### src/rtl/scan_timing_pkg.sv
// Shared definitions for the raster timing generator.
// Assumes: nothing beyond IEEE 1800-2017 packages.
package scan_timing_pkg;

    // Horizontal position class, in the order the segments occur within a line.
    typedef enum logic [1:0] {
        HSEG_ACTIVE,
        HSEG_FRONT,
        HSEG_SYNC,
        HSEG_BACK
    } hseg_e;

    // Map an internal "sync asserted" flag to the pin level chosen by a polarity bit.
    function automatic logic drive_level(input logic asserted, input logic high_true);
        return high_true ? asserted : ~asserted;
    endfunction

endpackage

### src/rtl/scan_cfg_bank.sv
// Double buffer for the timing configuration.
// A committed word that is not flagged bad is captured into a pending slot.
// The pending slot is copied into the active slot on a frame-end cycle.
// Assumes: wr_bad is valid in the same cycle as wr_commit; frame_end is a
// single-cycle flag from the counters.
module scan_cfg_bank #(
    parameter int           CW      = 16,
    parameter logic [CW-1:0] RST_CFG = '0
) (
    input  logic          clk,
    input  logic          rst_n,
    input  logic          wr_commit,
    input  logic          wr_bad,
    input  logic [CW-1:0] wr_cfg,
    input  logic          frame_end,
    output logic [CW-1:0] act_cfg,
    output logic          cfg_err
);

    logic [CW-1:0] pend_cfg;
    logic          pend_vld;

    // Capture accepted words, flag rejected ones, retire pending at frame end.
    always_ff @(posedge clk) begin
        if (!rst_n) begin
            act_cfg  <= RST_CFG;
            pend_cfg <= '0;
            pend_vld <= 1'b0;
            cfg_err  <= 1'b0;
        end else begin
            cfg_err <= wr_commit && wr_bad;
            if (frame_end && pend_vld) begin
                act_cfg <= pend_cfg;
            end
            if (wr_commit && !wr_bad) begin
                pend_cfg <= wr_cfg;
                pend_vld <= 1'b1;
            end else if (frame_end) begin
                pend_vld <= 1'b0;
            end
        end
    end

endmodule

### src/rtl/scan_field_sel.sv
// Derives the per-line and per-field boundaries from the active configuration.
// Picks the vertical set of the current field, halves the active height when
// interlaced, and enables mid-line vertical sync for field 0 in half-line mode.
// Assumes: inputs are register outputs, so this stage is purely combinational.
module scan_field_sel #(
    parameter int HW  = 12,
    parameter int VW  = 11,
    parameter int HTW = HW + 2,
    parameter int VTW = VW + 2
) (
    input  logic           field,
    input  logic           ilace,
    input  logic           half,
    input  logic [HW-1:0]  hact,
    input  logic [HW-1:0]  hfp,
    input  logic [HW-1:0]  hsw,
    input  logic [HW-1:0]  hbp,
    input  logic [VW-1:0]  vact,
    input  logic [VW-1:0]  v1fp,
    input  logic [VW-1:0]  v1sw,
    input  logic [VW-1:0]  v1bp,
    input  logic [VW-1:0]  v2fp,
    input  logic [VW-1:0]  v2sw,
    input  logic [VW-1:0]  v2bp,
    output logic [HTW-1:0] hact_x,
    output logic [HTW-1:0] hs_start,
    output logic [HTW-1:0] hs_end,
    output logic [HTW-1:0] htot,
    output logic [HTW-1:0] hmid,
    output logic [VTW-1:0] alines,
    output logic [VTW-1:0] vs_start,
    output logic [VTW-1:0] vs_end,
    output logic [VTW-1:0] ftot,
    output logic           mid_en
);

    logic [VW-1:0] sel_fp;
    logic [VW-1:0] sel_sw;
    logic [VW-1:0] sel_bp;

    // Horizontal boundaries: active, front porch, sync, back porch.
    always_comb begin
        hact_x   = HTW'(hact);
        hs_start = HTW'(hact) + HTW'(hfp);
        hs_end   = hs_start + HTW'(hsw);
        htot     = hs_end + HTW'(hbp);
        hmid     = htot >> 1;
    end

    // Vertical set of the field being scanned; field stays 0 when progressive.
    always_comb begin
        sel_fp = field ? v2fp : v1fp;
        sel_sw = field ? v2sw : v1sw;
        sel_bp = field ? v2bp : v1bp;
    end

    // Vertical boundaries of the current field.
    always_comb begin
        alines   = ilace ? VTW'(vact >> 1) : VTW'(vact);
        vs_start = alines + VTW'(sel_fp);
        vs_end   = vs_start + VTW'(sel_sw);
        ftot     = vs_end + VTW'(sel_bp);
        mid_en   = ilace && half && !field;
    end

endmodule

### src/rtl/scan_counters.sv
// Pixel, line and field counters.
// The pixel counter wraps at htot and the line counter wraps at the field total.
// The field bit toggles per field in interlaced mode and stays 0 otherwise.
// Assumes: htot and ftot are at least 1 (a zero total wraps every cycle).
module scan_counters #(
    parameter int HTW = 14,
    parameter int VTW = 13
) (
    input  logic           clk,
    input  logic           rst_n,
    input  logic [HTW-1:0] htot,
    input  logic [VTW-1:0] ftot,
    input  logic           ilace,
    output logic [HTW-1:0] hcnt,
    output logic [VTW-1:0] vcnt,
    output logic           field,
    output logic           frame_end
);

    logic line_last;
    logic field_last;

    // Detect the last pixel of the line, of the field and of the frame.
    always_comb begin
        line_last  = ((HTW+1)'(hcnt) + (HTW+1)'(1)) >= (HTW+1)'(htot);
        field_last = line_last && (((VTW+1)'(vcnt) + (VTW+1)'(1)) >= (VTW+1)'(ftot));
        frame_end  = field_last && (!ilace || field);
    end

    // Advance the raster position by one pixel.
    always_ff @(posedge clk) begin
        if (!rst_n) begin
            hcnt  <= '0;
            vcnt  <= '0;
            field <= 1'b0;
        end else if (line_last) begin
            hcnt <= '0;
            if (field_last) begin
                vcnt  <= '0;
                field <= frame_end ? 1'b0 : 1'b1;
            end else begin
                vcnt <= vcnt + VTW'(1);
            end
        end else begin
            hcnt <= hcnt + HTW'(1);
        end
    end

endmodule

### src/rtl/scan_sync_decode.sv
// Turns the raster position into sync, data-enable and polarity-adjusted pins.
// Assumes: boundaries are ordered start <= end, as built by scan_field_sel.
module scan_sync_decode
    import scan_timing_pkg::*;
#(
    parameter int HTW = 14,
    parameter int VTW = 13
) (
    input  logic [HTW-1:0] hcnt,
    input  logic [VTW-1:0] vcnt,
    input  logic [HTW-1:0] hact_x,
    input  logic [HTW-1:0] hs_start,
    input  logic [HTW-1:0] hs_end,
    input  logic [HTW-1:0] hmid,
    input  logic [VTW-1:0] alines,
    input  logic [VTW-1:0] vs_start,
    input  logic [VTW-1:0] vs_end,
    input  logic           mid_en,
    input  logic [1:0]     pol,
    output logic           hs_act,
    output logic           hsync,
    output logic           vsync,
    output logic           de
);

    hseg_e hseg;
    logic  v_started;
    logic  v_not_done;
    logic  vs_act;

    // Classify the pixel within the line.
    always_comb begin
        if (hcnt < hact_x) begin
            hseg = HSEG_ACTIVE;
        end else if (hcnt < hs_start) begin
            hseg = HSEG_FRONT;
        end else if (hcnt < hs_end) begin
            hseg = HSEG_SYNC;
        end else begin
            hseg = HSEG_BACK;
        end
    end

    // Vertical sync window, with edges moved to mid-line when enabled.
    always_comb begin
        if (mid_en) begin
            v_started  = (vcnt > vs_start) || ((vcnt == vs_start) && (hcnt >= hmid));
            v_not_done = (vcnt < vs_end) || ((vcnt == vs_end) && (hcnt < hmid));
        end else begin
            v_started  = vcnt >= vs_start;
            v_not_done = vcnt < vs_end;
        end
        vs_act = v_started && v_not_done;
    end

    // Output pins.
    always_comb begin
        hs_act = (hseg == HSEG_SYNC);
        de     = (hseg == HSEG_ACTIVE) && (vcnt < alines);
        hsync  = drive_level(hs_act, pol[1]);
        vsync  = drive_level(vs_act, pol[0]);
    end

endmodule

### src/rtl/scan_timing_gen.sv
// Top of the programmable raster timing generator.
// Chain: configuration double buffer -> boundary derivation -> counters -> decode.
// Assumes: all inputs are in the pixel clock domain and reset is synchronous, active low.
module scan_timing_gen #(
    parameter int HW = 12,
    parameter int VW = 11
) (
    input  logic            clk,
    input  logic            rst_n,
    input  logic            cfg_commit,
    input  logic            cfg_ilace,
    input  logic            cfg_half,
    input  logic [1:0]      cfg_pol,
    input  logic [HW-1:0]   cfg_hact,
    input  logic [HW-1:0]   cfg_hfp,
    input  logic [HW-1:0]   cfg_hsw,
    input  logic [HW-1:0]   cfg_hbp,
    input  logic [VW-1:0]   cfg_vact,
    input  logic [VW-1:0]   cfg_f1_vfp,
    input  logic [VW-1:0]   cfg_f1_vsw,
    input  logic [VW-1:0]   cfg_f1_vbp,
    input  logic [VW-1:0]   cfg_f2_vfp,
    input  logic [VW-1:0]   cfg_f2_vsw,
    input  logic [VW-1:0]   cfg_f2_vbp,
    output logic            cfg_err,
    output logic            hsync,
    output logic            vsync,
    output logic            de,
    output logic            field,
    output logic [HW+1:0]   hcount,
    output logic [VW+1:0]   vcount
);

    localparam int HTW = HW + 2;
    localparam int VTW = VW + 2;
    localparam int CW  = 4 + 4 * HW + 7 * VW;
    localparam logic [CW-1:0] RST_CFG = {
        1'b0, 1'b0, 2'b00,
        HW'(8), HW'(2), HW'(2), HW'(2),
        VW'(4), VW'(1), VW'(1), VW'(1),
        VW'(0), VW'(0), VW'(0)
    };

    logic [CW-1:0]  wr_cfg;
    logic           wr_bad;
    logic [CW-1:0]  act_cfg;
    logic           frame_end;

    logic           a_ilace;
    logic           a_half;
    logic [1:0]     a_pol;
    logic [HW-1:0]  a_hact, a_hfp, a_hsw, a_hbp;
    logic [VW-1:0]  a_vact, a_v1fp, a_v1sw, a_v1bp, a_v2fp, a_v2sw, a_v2bp;

    logic [HTW-1:0] hact_x, hs_start, hs_end, htot, hmid;
    logic [VTW-1:0] alines, vs_start, vs_end, ftot;
    logic           mid_en;
    logic           hs_act;

    // Pack the submitted set and check the second-field rule for progressive mode.
    always_comb begin
        wr_cfg = {cfg_ilace, cfg_half, cfg_pol,
                  cfg_hact, cfg_hfp, cfg_hsw, cfg_hbp,
                  cfg_vact, cfg_f1_vfp, cfg_f1_vsw, cfg_f1_vbp,
                  cfg_f2_vfp, cfg_f2_vsw, cfg_f2_vbp};
        wr_bad = !cfg_ilace && ((cfg_f2_vfp | cfg_f2_vsw | cfg_f2_vbp) != '0);
    end

    // Unpack the active set.
    assign {a_ilace, a_half, a_pol,
            a_hact, a_hfp, a_hsw, a_hbp,
            a_vact, a_v1fp, a_v1sw, a_v1bp,
            a_v2fp, a_v2sw, a_v2bp} = act_cfg;

    scan_cfg_bank #(
        .CW      (CW),
        .RST_CFG (RST_CFG)
    ) u_bank (
        .clk       (clk),
        .rst_n     (rst_n),
        .wr_commit (cfg_commit),
        .wr_bad    (wr_bad),
        .wr_cfg    (wr_cfg),
        .frame_end (frame_end),
        .act_cfg   (act_cfg),
        .cfg_err   (cfg_err)
    );

    scan_field_sel #(
        .HW  (HW),
        .VW  (VW),
        .HTW (HTW),
        .VTW (VTW)
    ) u_sel (
        .field    (field),
        .ilace    (a_ilace),
        .half     (a_half),
        .hact     (a_hact),
        .hfp      (a_hfp),
        .hsw      (a_hsw),
        .hbp      (a_hbp),
        .vact     (a_vact),
        .v1fp     (a_v1fp),
        .v1sw     (a_v1sw),
        .v1bp     (a_v1bp),
        .v2fp     (a_v2fp),
        .v2sw     (a_v2sw),
        .v2bp     (a_v2bp),
        .hact_x   (hact_x),
        .hs_start (hs_start),
        .hs_end   (hs_end),
        .htot     (htot),
        .hmid     (hmid),
        .alines   (alines),
        .vs_start (vs_start),
        .vs_end   (vs_end),
        .ftot     (ftot),
        .mid_en   (mid_en)
    );

    scan_counters #(
        .HTW (HTW),
        .VTW (VTW)
    ) u_cnt (
        .clk       (clk),
        .rst_n     (rst_n),
        .htot      (htot),
        .ftot      (ftot),
        .ilace     (a_ilace),
        .hcnt      (hcount),
        .vcnt      (vcount),
        .field     (field),
        .frame_end (frame_end)
    );

    scan_sync_decode #(
        .HTW (HTW),
        .VTW (VTW)
    ) u_dec (
        .hcnt     (hcount),
        .vcnt     (vcount),
        .hact_x   (hact_x),
        .hs_start (hs_start),
        .hs_end   (hs_end),
        .hmid     (hmid),
        .alines   (alines),
        .vs_start (vs_start),
        .vs_end   (vs_end),
        .mid_en   (mid_en),
        .pol      (a_pol),
        .hs_act   (hs_act),
        .hsync    (hsync),
        .vsync    (vsync),
        .de       (de)
    );

endmodule

### config.mk
export PLATFORM = sky130hd
export DESIGN_NAME = scan_timing_gen
export DESIGN_NICKNAME = d
export VERILOG_FILES = /design/src/rtl/scan_timing_pkg.sv /design/src/rtl/scan_cfg_bank.sv /design/src/rtl/scan_field_sel.sv /design/src/rtl/scan_counters.sv /design/src/rtl/scan_sync_decode.sv /design/src/rtl/scan_timing_gen.sv
export SDC_FILE = /design/constraint.sdc
export NUM_CORES = 1
export LEC_CHECK = 0
export CAP_MARGIN = 15
export CORE_AREA = 2 2 179 181
export DETAILED_ROUTE_END_ITERATION = 10
export DIE_AREA = 0 0 181 183
export PLACE_DENSITY_LB_ADDON = 0.1
export SYNTH_ARGS = -nofsm -noshare
export SYNTH_HDL_FRONTEND = slang
export SYNTH_HIERARCHICAL = 1
export SYNTH_SLANG_ARGS = --single-unit
### constraint.sdc
create_clock -name clk -period 7.4 [get_ports clk]
set_input_delay 0.74 -clock clk [delete_from_list [all_inputs] [get_ports clk]]
set_output_delay 0.74 -clock clk [all_outputs]
set_load 0.05 [all_outputs]
==> flow_summary.yaml <==
grt:
  antenna_found_initial: 0
  overflow: 0
  grt_max_degree: 212
  grt_pass1_wl_mm: 71.1
  grt_use_total_pct: 26.7
  grt_pass1_vias: 13800
setup_path:
  crit_slowest_cell: "or4_4"
  worstReg2RegStart: "u_cnt/field"
  rr_worst_depth: 27
  worst-endpoint-arrival_ns: 6.34
  max_stage_delay_ns: 0.53
  path_class: "reg -> out"
  critPathRequiredTime_ns: 6.66
  path_max_fanout: 5
  critPathCaptureType: "primary output"
  rrSetupSlack_ns: 0.77
  timing.rr.end: "u_bank/act_cfg[42]"
  startpoint_type: "flip-flop"
min_path:
  min_from: "u_bank/act_cfg[57]"
  whs_endpoint: "u_bank/act_cfg[57]"
  min_path_cells: 2
  hold_path_class: "reg -> reg"
cts:
  cts.clk_slew.worst_paths_ns: 0.06
  cts_tree: "yes"
  cts_made_buffers: 31
  postCtsHoldBufs: 0
  clkSinkCount: 288
  clk_path_buf_depth: 3
  htreeDepth: 1
  clock_latency_ns: 0.60
  root_buffer: "clkbuf_16"
sta:
  setup_tns_ns: 0
  relSlewSlack_pct: 32.8
  finClkSkew_ns: 0.0164
  setup_viol: 0
  tightest_slew_ns: 1.01
  fmax_mhz: 141
  final-hold-violation-count: 0
  final.period_utilization_pct: 95.7
  slew_violations: 0
  finalCriticalPeriod_ns: 7.08
power:
  vdd_drop_max_uv: 269
  power_mw: 3.51
  p_leak_nw: 8.79
  p_per_area_mw_per_mm2: 168
routing:
  wirelength_mm: 45.2
  drt_first_pass_iters: 5
  routedWlPerCell_um: 17.5
  drc: 0
  via_per_inst: 5.53
  dr_total_vias: 14200
  postRouteAntennaNets: 0
  drtIter0Drc: 879
logic_synthesis:
  synth_top_cells_by_area: "dfxtp_1, mux2i_1, ha_1, nand2_1, inv_1"
  synth_top_family_by_area: "multiplexers"
  ys_ff_latch: 288
  async_reset_ff_share_pct: 0
  synth_top_area_share_pct: 31.8
  synth-xor-area-share_pct: 4.35
  synthAdderAreaFrac_pct: 13.9
  synthFlopType: "dfxtp_1"
  ys_warn_count: 6
  synthSimpleGateAreaFrac_pct: 15.9
  synth_compound_area_share_pct: 9.23
  synth_mux_area_share_pct: 16.5
  post-synth-top-area-cell: "dfxtp_1"
  synth_cell_type_count: 80
  synth_cells: 2056
  seq_area_frac_synth_pct: 31.8
  synth_area_per_cell_um2: 8.83
  synth_area_mm2: 0.0181
  synth-edff-count: 0
die:
  boundaryPins: 164
  dieArea_mm2: 0.0331
  initial_core_util_pct: 58.1
  core_area_mm2: 0.0312
  die_y_um: 183
  fp-row-count: 65
  die_w_um: 181
placement:
  gp_congestion: 0.922
  post-dp-hpwl_mm: 33.0
  place.port_buffers: 163
layout:
  fill_cells: 2581
  final_nets: 2480
  final_core_util_pct: 66.7
  area_growth_pct: 14.8
  drive_gt1_share_pct: 8.05
  multi_input_area_mm2: 0.0110
  n_antenna_cell: 0
  register_area_mm2: 0.00577
run_status:
  status: "completed"
flow_run:
  cap_violations: 0
==> cell usage in the layout, fill, tap and decap left out, types with 16 or more instances in the layout <==
master           count
clkbuf_16           31
nand3_1             32
nand2_1            443
buf_4               16
mux2_2              39
a21o_1              29
xnor2_1             53
nor2_1              40
dfxtp_1            283
ha_1               191
and3_1              18
mux2i_1            254
o211ai_1            16
a21oi_1             72
xor2_1              26
o21ai_0             23
nand4_1             28
inv_1              154
clkdlybuf4s50_1    161
nor2b_1             17
==> worst max-delay path by stage <==
stage | cells after the start | to | from
after floorplan | 36 | u_bank/act_cfg[100] | u_cnt/field
after CTS | 29 | vsync | u_bank/act_cfg[113]
after detailed placement | 28 | vsync | u_bank/act_cfg[113]
final | 30 | vsync | u_bank/act_cfg[114]
after global routing | 24 | vsync | u_bank/act_cfg[113]
after global placement | 26 | vsync | u_bank/act_cfg[113]
==> cell usage after synthesis, types with 3 or more instances <==
cell       count
o41ai_1        4
clkbuf_1      38
nor3b_1        4
dfxtp_1      288
a21oi_1       81
buf_6          6
nand2_1      443
nand4b_1       3
fa_1           6
nor2_1        43
buf_1          3
o21ai_0       30
a21boi_0       5
nand4_1       28
o21bai_1      12
xnor2_1       59
nor3_2         3
a21o_1        29
mux2_2        39
or2_2          4
buf_2         25
nor3_1        11
a31oi_1        7
nand3_1       32
ha_1         192
buf_12        12
xor2_1        26
and4_1         3
o22ai_1        7
nand2b_1      11
a211oi_1       9
nor4_1        13
o21a_1        13
o2111ai_1      3
and3_1        18
o31a_1         4
inv_1        154
buf_4         45
o21ai_1        4
o211ai_1      16
mux2i_1      254
a41oi_1        4
nor2b_1       18
==> where the power goes <==
| group | internal, mW | total, mW | switching, mW | leakage [nW] |
|---|---|---|---|---|
| registers | 1.59 | 1.61 | 0.0209 | 2.34 |
| logic | 0.129 | 0.260 | 0.132 | 5.92 |
| clock network | 0.975 | 1.64 | 0.663 | 0.529 |
==> timing repair <==
| item | in CTS | in global routing |
|---|---|---|
| cloned | 0 | 0 |
| buffers inserted | 3 | 6 |
| gates resized for setup | 8 | 32 |
| endpoints found under the setup margin | 1 | 2 |
| pin swaps | 4 | 20 |
==> layout make-up <==
class,instances,area share [%]
Inverter,154,2.77
Timing Repair Buffer,184,8.96
Tap cell,402,2.41
Sequential cell,288,27.7
Multi-Input combinational cell,1491,52.9
Clock inverter,14,0.961
Clock buffer,43,4.23
==> logic make-up after synthesis <==
| logic type | Yosys count |
|---|---|
| simple gates | 653 |
| mux | 294 |
| fa+ha+maj | 198 |
| flops | 288 |
| compound gates | 252 |
| buf+inv | 283 |
| xor+xnor | 87 |
| other cells | 1 |
==> sequential cells by signal, indices dropped and copies added, names as in the netlist <==
name             cells
u_bank/pend_cfg    129
u_cnt/hcnt          14
u_cnt/field          1
u_bank/cfg_err       1
u_bank/pend_vld      1
u_bank/act_cfg     129
u_cnt/vcnt          13
==> metal layers <==
metal	routed length (µm)	global-route usage [%]	share of wire, %
met1	19300	32.5	43
met3	1730	3.12	3.8
met2	22100	47.7	49
met5	0	0	0
met4	2100	11.9	4.7
==> worst max-delay path: cells and delay by family, from the launching register on <==
kind	cells	cell delay, ns
AO/OA/AOI/OAI	14	2.17
adder cells (fa/ha/maj)	4	1.29
AND/OR/NAND/NOR	6	0.96
buffers and inverters	2	0.25
XOR/XNOR	4	0.72
flip-flops	1	0.34
==> metrics by stage <==
step           setup slack, ns  hold slack (ns)  cells  area, µm²
2_1_floorplan            0.402            0.430   2062      18200
5_1_grt                -0.0755            0.468   2576      20800
4_1_cts                 0.0131            0.458   2570      20700
6_report                 0.315            0.456   2576      20800
3_3_place_gp             0.525            0.440   2510      19600
3_5_place_dp             0.469            0.444   2510      19600
Note: power is estimated with default switching activity, not from simulation.
